[src/rtl/fsr_pkg.sv]
package fsr_pkg;
  localparam int WORD_W   = 16;
  localparam int OP_W     = 8;
  localparam int POS_QE   = 9;
  localparam int POS_LOCK = 10;
  localparam int POS_HPF  = 13;
  localparam int POS_CMP  = 14;
  localparam int POS_SUS  = 15;
  localparam logic [OP_W-1:0] OP_SUSPEND = 8'h75;
  localparam logic [OP_W-1:0] OP_RESUME  = 8'h7A;

  typedef struct packed {
    logic qe;
    logic cmp;
    logic lock;
  } nv_bits_t;

  typedef struct packed {
    logic sus;
    logic hpf;
  } vol_bits_t;
endpackage

[src/rtl/fsr_nv_bits.sv]
module fsr_nv_bits
  import fsr_pkg::*;
(
  input  logic     clk,
  input  logic     rst_n,
  input  logic     wr_req,
  input  logic     wel,
  input  logic     pwr_evt,
  input  logic     wd_qe,
  input  logic     wd_cmp,
  input  logic     wd_lock,
  output nv_bits_t nv_q
);
  nv_bits_t nv_d;
  logic     wr_take;

  assign wr_take = wr_req & wel & ~pwr_evt;

  always_comb begin
    nv_d = nv_q;
    if (wr_take) begin
      nv_d.qe  = wd_qe;
      nv_d.cmp = wd_cmp;
      nv_d.lock = nv_q.lock | wd_lock;
    end
  end

  always_ff @(posedge clk or negedge rst_n) begin
    if (!rst_n) begin
      nv_q <= '0;
    end else if (wr_take) begin
      nv_q <= nv_d;
    end
  end


  lock_sticky_chk: assert property (@(posedge clk) disable iff (!rst_n)
    nv_q.lock |=> nv_q.lock);

  no_wel_hold_chk: assert property (@(posedge clk) disable iff (!rst_n)
    !wel |=> $stable(nv_q));

  pwr_keeps_nv_chk: assert property (@(posedge clk) disable iff (!rst_n)
    pwr_evt |=> $stable(nv_q));

  lock_set_chk: assert property (@(posedge clk) disable iff (!rst_n)
    (wr_req && wel && !pwr_evt && wd_lock) |=> nv_q.lock);
endmodule

[src/rtl/fsr_vol_bits.sv]
module fsr_vol_bits
  import fsr_pkg::*;
#(
  parameter logic [OP_W-1:0] SUSPEND_CODE = OP_SUSPEND,
  parameter logic [OP_W-1:0] RESUME_CODE  = OP_RESUME
) (
  input  logic            clk,
  input  logic            rst_n,
  input  logic            cmd_valid,
  input  logic [OP_W-1:0] cmd_op,
  input  logic            hpm_enter,
  input  logic            hpm_exit,
  input  logic            pwr_evt,
  output vol_bits_t       vol_q
);
  vol_bits_t vol_d;
  logic      is_susp;
  logic      is_resume;

  assign is_susp   = cmd_valid & (cmd_op == SUSPEND_CODE);
  assign is_resume = cmd_valid & (cmd_op == RESUME_CODE);

  always_comb begin
    vol_d = vol_q;
    if (pwr_evt) begin
      vol_d = '0;
    end else begin
      if (is_susp)        vol_d.sus = 1'b1;
      else if (is_resume) vol_d.sus = 1'b0;
      if (hpm_exit)       vol_d.hpf = 1'b0;
      else if (hpm_enter) vol_d.hpf = 1'b1;
    end
  end

  always_ff @(posedge clk or negedge rst_n) begin
    if (!rst_n) begin
      vol_q <= '0;
    end else begin
      vol_q <= vol_d;
    end
  end


  pwr_clears_vol_chk: assert property (@(posedge clk) disable iff (!rst_n)
    pwr_evt |=> (vol_q == '0));

  susp_set_chk: assert property (@(posedge clk) disable iff (!rst_n)
    (!pwr_evt && cmd_valid && cmd_op == SUSPEND_CODE) |=> vol_q.sus);

  resume_clr_chk: assert property (@(posedge clk) disable iff (!rst_n)
    (cmd_valid && cmd_op == RESUME_CODE) |=> !vol_q.sus);

  exit_wins_chk: assert property (@(posedge clk) disable iff (!rst_n)
    hpm_exit |=> !vol_q.hpf);
endmodule

[src/rtl/fsr_read_mux.sv]
module fsr_read_mux
  import fsr_pkg::*;
(
  input  nv_bits_t          nv,
  input  vol_bits_t         vol,
  input  logic              rd_req,
  output logic [WORD_W-1:0] rd_data
);
  logic [WORD_W-1:0] word;

  always_comb begin
    word           = '0;
    word[POS_QE]   = nv.qe;
    word[POS_LOCK] = nv.lock;
    word[POS_CMP]  = nv.cmp;
    word[POS_HPF]  = vol.hpf;
    word[POS_SUS]  = vol.sus;
  end

  for (genvar b = 0; b < WORD_W; b++) begin : g_gate
    assign rd_data[b] = word[b] & rd_req;
  end
endmodule

[src/rtl/flash_status_reg.sv]
module flash_status_reg
  import fsr_pkg::*;
(
  input  logic              clk,
  input  logic              rst_n,
  input  logic              cmd_valid,
  input  logic [OP_W-1:0]   cmd_op,
  input  logic              reg_wr,
  input  logic              wel,
  input  logic [WORD_W-1:0] reg_wdata,
  input  logic              hpm_enter,
  input  logic              hpm_exit,
  input  logic              pwr_cycle,
  input  logic              rd_req,
  output logic [WORD_W-1:0] rd_data,
  output logic              quad_sel,
  output logic              sec_wp,
  output logic              prot_cmp
);
  localparam logic [WORD_W-1:0] USED_MASK =
    WORD_W'((1 << POS_QE) | (1 << POS_LOCK) | (1 << POS_CMP));

  logic [1:0] rst_pipe;
  logic       core_rst_n;
  nv_bits_t   nv_q;
  vol_bits_t  vol_q;
  logic       unused_wdata;

  always_ff @(posedge clk or negedge rst_n) begin
    if (!rst_n) begin
      rst_pipe <= 2'b00;
    end else begin
      rst_pipe <= {rst_pipe[0], 1'b1};
    end
  end
  assign core_rst_n = rst_pipe[1];

  assign unused_wdata = ^(reg_wdata & ~USED_MASK);

  fsr_nv_bits u_nv (
    .clk     (clk),
    .rst_n   (core_rst_n),
    .wr_req  (reg_wr),
    .wel     (wel),
    .pwr_evt (pwr_cycle),
    .wd_qe   (reg_wdata[POS_QE]),
    .wd_cmp  (reg_wdata[POS_CMP]),
    .wd_lock (reg_wdata[POS_LOCK]),
    .nv_q    (nv_q)
  );

  fsr_vol_bits u_vol (
    .clk       (clk),
    .rst_n     (core_rst_n),
    .cmd_valid (cmd_valid),
    .cmd_op    (cmd_op),
    .hpm_enter (hpm_enter),
    .hpm_exit  (hpm_exit),
    .pwr_evt   (pwr_cycle),
    .vol_q     (vol_q)
  );

  fsr_read_mux u_rd (
    .nv      (nv_q),
    .vol     (vol_q),
    .rd_req  (rd_req),
    .rd_data (rd_data)
  );

  assign quad_sel = nv_q.qe;
  assign sec_wp   = nv_q.lock;
  assign prot_cmp = nv_q.cmp;


  rd_lock_match_chk: assert property (@(posedge clk) disable iff (!core_rst_n)
    rd_req |-> (rd_data[POS_LOCK] == sec_wp && rd_data[POS_QE] == quad_sel
                && rd_data[POS_CMP] == prot_cmp));

  rd_unmodelled_zero_chk: assert property (@(posedge clk) disable iff (!core_rst_n)
    (rd_data & ~(USED_MASK | WORD_W'((1 << POS_SUS) | (1 << POS_HPF)))) == '0);
endmodule

[config.mk]
export PLATFORM = sky130hd
export DESIGN_NAME = flash_status_reg
export DESIGN_NICKNAME = d
export VERILOG_FILES = /design/src/rtl/fsr_pkg.sv /design/src/rtl/fsr_nv_bits.sv /design/src/rtl/fsr_vol_bits.sv /design/src/rtl/fsr_read_mux.sv /design/src/rtl/flash_status_reg.sv
export SDC_FILE = /design/constraint.sdc
export NUM_CORES = 1
export LEC_CHECK = 0
export CAP_MARGIN = 20
export CORE_AREA = 2 2 39 41
export DETAILED_ROUTE_END_ITERATION = 10
export DIE_AREA = 0 0 41 43
export DONT_BUFFER_PORTS = 1
export GPL_TIMING_DRIVEN = 0
export HOLD_SLACK_MARGIN = 0.12
export PLACE_DENSITY = 0.49
export SYNTH_ARGS = -nofsm -noshare
export SYNTH_HDL_FRONTEND = slang
export SYNTH_SLANG_ARGS = --single-unit
[constraint.sdc]
create_clock -name clk -period 0.84 [get_ports clk]
set_input_delay 0.168 -clock clk [delete_from_list [all_inputs] [get_ports clk]]
set_output_delay 0.168 -clock clk [all_outputs]
set_load 0.005 [all_outputs]
Word level (Yosys, flattened, before mapping). Cells that the tools add are included. W data, S select, Z words.

Bits in registers: 7. Input bits: 33. Output and inout bits: 19. Logic and storage cells: 26.

Eq/ne operators: 2. Mux-type cells: 5. Bitwise gates (word level): 11. Reduce and logical (&&, ||, !) cells: 2.

Operator list (number): $eq A8 B7 Y1 const B (2); $and A1 B1 Y1 (9); $reduce_bool A3 Y1 (2); $mux W1 (4); $mux W2 (1); $not A1 Y1 (1); $or A1 B1 Y1 (1).

Depth between registers and ports, before layout. Gate-level depths: netlist (run 1).

Word-level depth: 5. Depth in mapped cells: 3. Depth with buffers taken out: 3.

Cells and area by module. Synthesis (run 1) repeated with hierarchy kept, for this count alone.

Cell total of the unflattened synthesis: 39. Area, all modules: 425.4 um^2.

By module, submodules not included: fsr_nv_bits (instances 1, cells an instance 8, area each 136.4 um^2, sequential area each 75.1 um^2); fsr_read_mux (instances 1, cells an instance 17, area each 117.6 um^2, sequential area each 0.0 um^2); fsr_vol_bits (instances 1, cells an instance 11, area each 117.6 um^2, sequential area each 50.0 um^2); flash_status_reg (instances 1, cells an instance 3, area each 53.8 um^2, sequential area each 50.0 um^2).

Worst setup path after synthesis (run 1). Ideal clock, no wire load.

Kind: input -> register. From: input port cmd_op[7]. To: register, netlist name u_vol.vol_q[1]. Library setup time: 120 ps. Data arrival time: 683 ps. Required time: 720 ps. Path slack: 37 ps. Stages on the path: 3. Path buffers: 0. Cells stage by stage: and4b_1 a311oi_1 a41o_1.

Word-level cells in the longest chain between the ends: 4. Elaborated cells on any way between the ends: 7. Those cells by class: eq/ne (2); mux (2); bitwise (2); reduce/logical (1).

RTL lines: from (decl) (line flash_status_reg.sv:7) `input logic [OP_W-1:0] cmd_op,`; $eq A8 B7 Y1 (line fsr_vol_bits.sv:20) `assign is_susp = cmd_valid & (cmd_op == SUSPEND_CODE);`; $and A1 B1 Y1 (line fsr_vol_bits.sv:20); $mux W1 (line fsr_vol_bits.sv:28) `if (is_susp) vol_d.sus = 1'b1;`; $mux W2 (line fsr_vol_bits.sv:25) `if (pwr_evt) begin`.

Several ways; a longest one is shown, not always the timed one. A chain may end at the register's enable or synchronous reset.

Worst setup path after layout (run 1).
From: register, netlist name u_nv.nv_q[0]. To: output port rd_data[10].

Word-level cells in the longest chain between the ends: 1.

RTL lines: $and A1 B1 Y1 (line fsr_read_mux.sv:21) `assign rd_data[b] = word[b] & rd_req;`; to (decl) (line flash_status_reg.sv:15) `output logic [WORD_W-1:0] rd_data,`.

No other way between the ends.

==> flow_metrics.tcl, run 1 <==
set metrics [dict create \
    postLayoutCellArea_um2 618.1 \
    slowest_stage "dfrtp_1" \
    crit_path_max_fanout 3 \
    p_seq_frac 0.457 \
    cts-root-buf "clkbuf_4" \
    skew_ns 0.005848 \
    numPortBuffers 0 \
    endpoint_kind "primary output" \
    critPathRequiredTime_ns 0.67 \
    die_width_um 41 \
    violations "negative setup slack" \
    power_density_nw_per_um2 1390 \
    setup-tns-final_ns -0.6916 \
    hold_class "reg2async" \
    synthesis.area_um2 404.1 \
    synth_ff_type "dfrtp_1" \
    p_sw_uw 203.7 \
    hold_ws_ns 0.06981 \
    cts_buffers 3 \
    crit_family "flip-flops" \
    drive_above_1_share 0.3968 \
    clockBufferDepth 2 \
    antenna_found_initial 0 \
    n_antenna_cell 0 \
    utilization 0.4467 \
    synth_edf_count 0 \
    cts.sinks 7 \
    yosysTopAreaCell "dfrtp_1" \
    p_int_uw 655.2 \
    drc_errors 0 \
    async_flop_share 1.000 \
    r2r_end "u_vol.vol_q[1]" \
    comb_power_share 0.179 \
    row_count 14 \
    arrival_ns 0.82 \
    fin_crit_sh 1.173 \
    grt_setup_unrepaired "yes" \
    period_needed_ns 0.9853 \
    multi_input_comb_area_um2 195.2 \
    worst-setup-path-type "reg2out" \
    start_util 0.2920 \
    timing.rr.start "u_vol.vol_q[1]" \
    coreArea_um2 1384 \
    track_usage 0.1072 \
    cap_violations 0 \
    outcome "finished, violations left" \
    cts_tree "done" \
    die_y_um 43 \
    via_per_inst 4.063 \
    yosys_warnings 0 \
    ys_ff_latch 7 \
    postSynthCellCount 38 \
    synth-seq-area-share 0.4334 \
    die_area_um2 1763 \
    final-max-slew-violation-count 0 \
    seq_area_um2 175.2 \
    vias 321 \
    setup_ws_ns -0.1453 \
    grt_max_degree 6 \
    vdd_drop_max_v 0.0006567 \
    p_leak_uw 0.0003182 \
    dpl_cell_area_um2 461.7 \
    wl_um 887 \
    fillers 133 \
    path_clk_slew_ns 0.06 \
    clock_latency_ns 0.26 \
    fin_nets 97 \
    synth_most_common_cell "buf_4" \
    swShare 0.2372 \
    pwr-share-clk 0.364 \
    wl_per_cell_um 11.23 \
    synthDominantCellAreaShare 0.4334 \
    synth_common_cells "11 x buf_4, 7 x dfrtp_1, 5 x and2_1" \
    setup_viol 6 \
    grt_first_pass_wirelength_um 1179 \
    gp_congestion 0.5142 \
    r2r_slack_ns -0.06 \
    drtIter0Drc 1 \
    area_growth_pct 52.94 \
    final_antenna_net_count 0 \
    syn_avg_cell_area_um2 10.64 \
    path_cells "and2_4" \
    cts.hold.buffers_added 10 \
    r2r.worst_path.cells 4 \
    timing.fmax_mhz 1015 \
    critPathMaxStageDelay_ns 0.41 \
    overflow 0 \
    first_pass_iters 2 \
    crit_buf_inv 0 \
    place_inst 64 \
    yosys-top-cells-area "dfrtp_1 43%, buf_4 20%, and2_1 7.7%, mux2_2 5.6%, a41o_1 5.0%" \
    layoutNonFillerInstCount 79 \
    critPathLaunchType "flop" \
    hpwl_um 598.8 \
    hold_violations 0 \
    io_pins 52 \
    synth_cell_types 14 \
    cts_max_level 1 \
    grt_pass1_vias 304 \
]
## per-stage QoR
step           worst slack [ns]  power, uW
6_report                -0.1453      859.0
5_1_grt                 -0.1910      937.3
4_1_cts                 -0.1513      868.2
3_5_place_dp           0.008551      497.4
3_3_place_gp           0.004582      495.7
2_1_floorplan           0.03671      484.5
## cell families (layout without fill, tap and decap cells)
logic type / count (synthesis) / count (layout) / share of synthesized area
AOI/OAI and AO/OA: 3 / 3 / 0.07121
buffers and inverters: 13 / 28 / 0.2229
DFF: 7 / 7 / 0.4334
other: 2 / 12 / 0.01858
and+or+nand+nor: 11 / 11 / 0.1981
muxes: 2 / 2 / 0.05572
## flip-flops by register name (all words and copies together), names as in the netlist
register,flops
rst_pipe,2
u_nv.nv_q,3
u_vol.vol_q,2
## placed cells by master, fill, tap and decap left out
cell type      Yosys  layout
nor3_1             1       1
and2_4             0       5
mux2_2             2       2
nand3_1            1       1
a311oi_2           0       1
conb_1             2      12
clkbuf_1           0       1
dfrtp_1            7       7
inv_1              2       1
and4b_1            1       1
inv_2              0       1
clkbuf_4           0       3
buf_6              0       1
and4bb_1           1       1
buf_4             11      11
nor2_1             1       1
a41o_1             2       2
dlygate4sd3_1      0      10
and4bb_2           1       1
## layer usage
metal / vias up / GRT usage / share of wire
met3: 0 / 0.05236 / 0.13
met5: - / 0 / 0
met1: 135 / 0.1020 / 0.39
li1: 158 / - / -
met2: 28 / 0.1750 / 0.48
met4: 0 / 0.06000 / 0
## worst register-to-register path: stages, from the launching register on
cell and delay (ns):
dfrtp_1 0.39, buf_6 0.12, inv_2 0.04, a311oi_2 0.03, a41o_1 0.21
## cell type report
cell class | instances | share of cell area
Inverter | 2 | 0.01215
Buffer | 11 | 0.1336
Multi-Input combinational cell | 28 | 0.3158
Tap cell | 16 | 0.03239
Timing Repair Buffer | 11 | 0.1802
Sequential cell | 7 | 0.2834
Clock buffer | 4 | 0.04251
## worst max path at each step
stage / from / end / depth (start not counted)
floorplan: cmd_op[7] / u_vol.vol_q[1] / 3
global placement: cmd_op[2] / u_vol.vol_q[1] / 3
detailed placement: cmd_op[7] / u_vol.vol_q[1] / 3
CTS: u_nv.nv_q[0] / rd_data[10] / 1
global route: u_nv.nv_q[2] / rd_data[9] / 1
finish: u_nv.nv_q[0] / rd_data[10] / 1
## power by group through the flow
| stage | logic, uW | clock network [uW] | registers (uW) |
|---|---|---|---|
| after detailed placement | 99.7 | 0 | 398 |
| after floorplan | 94.3 | 0 | 390 |
| after global placement | 99.7 | 0 | 396 |
| after global routing | 172 | 368 | 398 |
| final | 154 | 313 | 393 |
| after CTS | 152 | 324 | 393 |
## what timing repair did
action	CTS	global route
gates resized for setup	6	2
endpoints found under the setup margin	5	9
cloned	0	0
buffers inserted	1	0
hold endpoints to repair	12	5
pin swaps	4	0
Power figures use the tool's default switching activity.
==> run 2, diff against run 1 <==
- ABC_AREA: default -> 1
- ABC_CLOCK_PERIOD_IN_PS: default -> 840
- PLACE_DENSITY: 0.49 -> 0.52
- SLEW_MARGIN: default -> 15
==> run 2 against run 1 <==
Combinational power is essentially flat. Sequential share of layout area decreased by 1.2 points. Via count rose by 18%. Sequential power down 2%. Area after synthesis rose by 8.4%. Critical path depth grew 1. The flow still finishes with violations (negative setup slack). Count of clock-buffer cells in the layout unchanged. Final cell count up 25%. Non-clock buffer count up 1. Utilization rose by 2.0 points.
==> flow_metrics.tcl, run 2 <==
set metrics [dict create \
    synth-seq-area-share 0.4000 \
    via_per_inst 3.818 \
    clock_latency_ns 0.24 \
    row_count 14 \
    fin_nets 117 \
    p_leak_uw 0.0003900 \
    critPathLaunchType "flop" \
    yosys-top-cells-area "dfrtp_1 40%, buf_4 19%, nand2_1 11%, inv_1 8.6%, nand3b_4 4.6%" \
    synthDominantCellAreaShare 0.4000 \
    cts.sinks 7 \
    die_area_um2 1763 \
    n_antenna_cell 0 \
    setup-tns-final_ns -0.3505 \
    clockBufferDepth 2 \
    p_int_uw 634.5 \
    area_growth_pct 47.43 \
    dp_slack_ns 0.1617 \
    wl_um 771 \
    grt_first_pass_wirelength_um 1048 \
    final_common_cell "buf_4" \
    startpoint "u_nv.nv_q[2]" \
    largest_reg_flops 3 \
    critPathMaxStageDelay_ns 0.40 \
    timing.fmax_mhz 1070 \
    die_width_um 41 \
    drc_errors 0 \
    skew_ns 0.005988 \
    hold_violations 0 \
    numPortBuffers 0 \
    timing.rr.start "u_vol.vol_q[1]" \
    dpl_cell_area_um2 495.5 \
    ys_ff_latch 7 \
    p_seq_frac 0.467 \
    synth_edf_count 0 \
    cp-endpoint "rd_data[9]" \
    cts_buffers 3 \
    final_cell_mix "13 x buf_4, 12 x nand2_1, 12 x conb_1" \
    final-max-slew-violation-count 0 \
    postLayoutCellArea_um2 645.6 \
    synth_ff_type "dfrtp_1" \
    cts_max_level 1 \
    path_clk_slew_ns 0.05 \
    die_y_um 43 \
    async_flop_share 1.000 \
    worst-setup-path-type "reg2out" \
    hold_class "reg2async" \
    arrival_ns 0.77 \
    grt_max_degree 6 \
    outcome "finished, violations left" \
    antenna_found_initial 0 \
    hpwl_um 597.1 \
    crit_path_max_fanout 3 \
    period_needed_ns 0.9350 \
    fillers 143 \
    p_sw_uw 192.6 \
    top_regs "u_nv.nv_q x3, rst_pipe x2, u_vol.vol_q x2" \
    fin_crit_sh 1.113 \
    yosysTopAreaCell "dfrtp_1" \
    coreArea_um2 1384 \
    cap_violations 0 \
    io_pins 52 \
    yosys_warnings 0 \
    swShare 0.2328 \
    synthesis.area_um2 437.9 \
    synth_most_common_cell "nand2_1" \
    cts-root-buf "clkbuf_4" \
    finalPower_uw 827.1 \
    power_density_nw_per_um2 1281 \
    vdd_drop_max_v 0.0005607 \
    endpoint_kind "primary output" \
    cts.hold.buffers_added 9 \
    pwr-share-clk 0.349 \
    comb_power_share 0.184 \
    overflow 0 \
    track_usage 0.09394 \
    grt_pass1_vias 277 \
    grt_setup_unrepaired "yes" \
    path_cells "nand2_1 -> inv_2" \
    drive_above_1_share 0.3133 \
    r2r_slack_ns 0.03 \
    r2r_end "u_vol.vol_q[1]" \
    first_pass_iters 2 \
    wl_per_cell_um 7.788 \
    postSynthCellCount 57 \
    start_util 0.3165 \
    top_register "u_nv.nv_q" \
    setup_ws_ns -0.09501 \
    violations "negative setup slack" \
    gp_congestion 0.6079 \
    slowest_stage "dfrtp_1" \
    synth_cell_types 14 \
    setup_viol 5 \
    r2r.worst_path.cells 4 \
    synth_common_cells "13 x nand2_1, 11 x buf_4, 10 x inv_1, 7 x dfrtp_1, 4 x nor2_1" \
    cts_tree "done" \
    critPathRequiredTime_ns 0.67 \
    final_antenna_net_count 0 \
    syn_avg_cell_area_um2 7.683 \
    drtIter0Drc 1 \
    vias 378 \
]
## run 2: worst min-delay path by stage
| stage | endpoint | slack [ns] |
|---|---|---|
| 6_report | u_nv.nv_q[1] | 0.08 |
| 5_1_grt | u_nv.nv_q[1] | 0.1 |
| 4_1_cts | u_nv.nv_q[1] | 0.09 |
| 3_5_place_dp | rst_pipe[0] | -0.13 |
| 3_3_place_gp | rst_pipe[0] | -0.13 |
| 2_1_floorplan | rst_pipe[0] | -0.13 |
## run 2: cell type report
cell class | count | area, um^2 | share of cell area
Multi-Input combinational cell | 38 | 178.9 | 0.2771
Sequential cell | 7 | 175.2 | 0.2713
Timing Repair Buffer | 12 | 121.4 | 0.1880
Buffer | 11 | 82.58 | 0.1279
Inverter | 11 | 41.29 | 0.06395
Clock buffer | 4 | 26.28 | 0.04070
Tap cell | 16 | 20.02 | 0.03101
## run 2: logic make-up (layout without fill, tap and decap cells)
group / after synthesis / after routing / share of synthesized area
compound gates: 4 / 4 / 0.06001
flops: 7 / 7 / 0.4000
buf+inv: 22 / 38 / 0.2829
other cells: 2 / 12 / 0.01715
simple gates: 22 / 22 / 0.2400
## run 2: worst max-delay path, delay by kind of cell (launching register included)
kind                   cells  cell delay, ns
AND/OR/NAND/NOR            1            0.08
buffers and inverters      1            0.04
flip-flops                 1            0.40
## run 2: metal layers
metal	GRT usage	routed length, um	up-vias
met5	0	0	-
met4	0.06000	6	0
met3	0.04712	75	2
met2	0.1469	408	19
met1	0.09180	281	161
li1	-	-	196
## run 2: timing repair
action	4_1_cts	5_1_grt
endpoints found under the hold margin	12	5
gates resized for setup	0	8
pin swaps	4	1
endpoints found under the setup margin	5	9
setup buffers	2	1
## run 2: power by group through the flow
stage	clock, uW	combinational (uW)	sequential, uW
after global placement	0	104	392
after floorplan	0	99.3	387
after global routing	324	175	391
after CTS	311	148	387
final	289	152	386
after detailed placement	0	106	393
## run 2: stage by stage
stage          std cells  hold WS, ns    util
3_5_place_dp          83      -0.1275  0.3580
2_1_floorplan         67      -0.1276       -
6_report              99      0.07594  0.4665
4_1_cts               98      0.08520  0.4530
5_1_grt               99      0.09651  0.4665
3_3_place_gp          83      -0.1275  0.3580
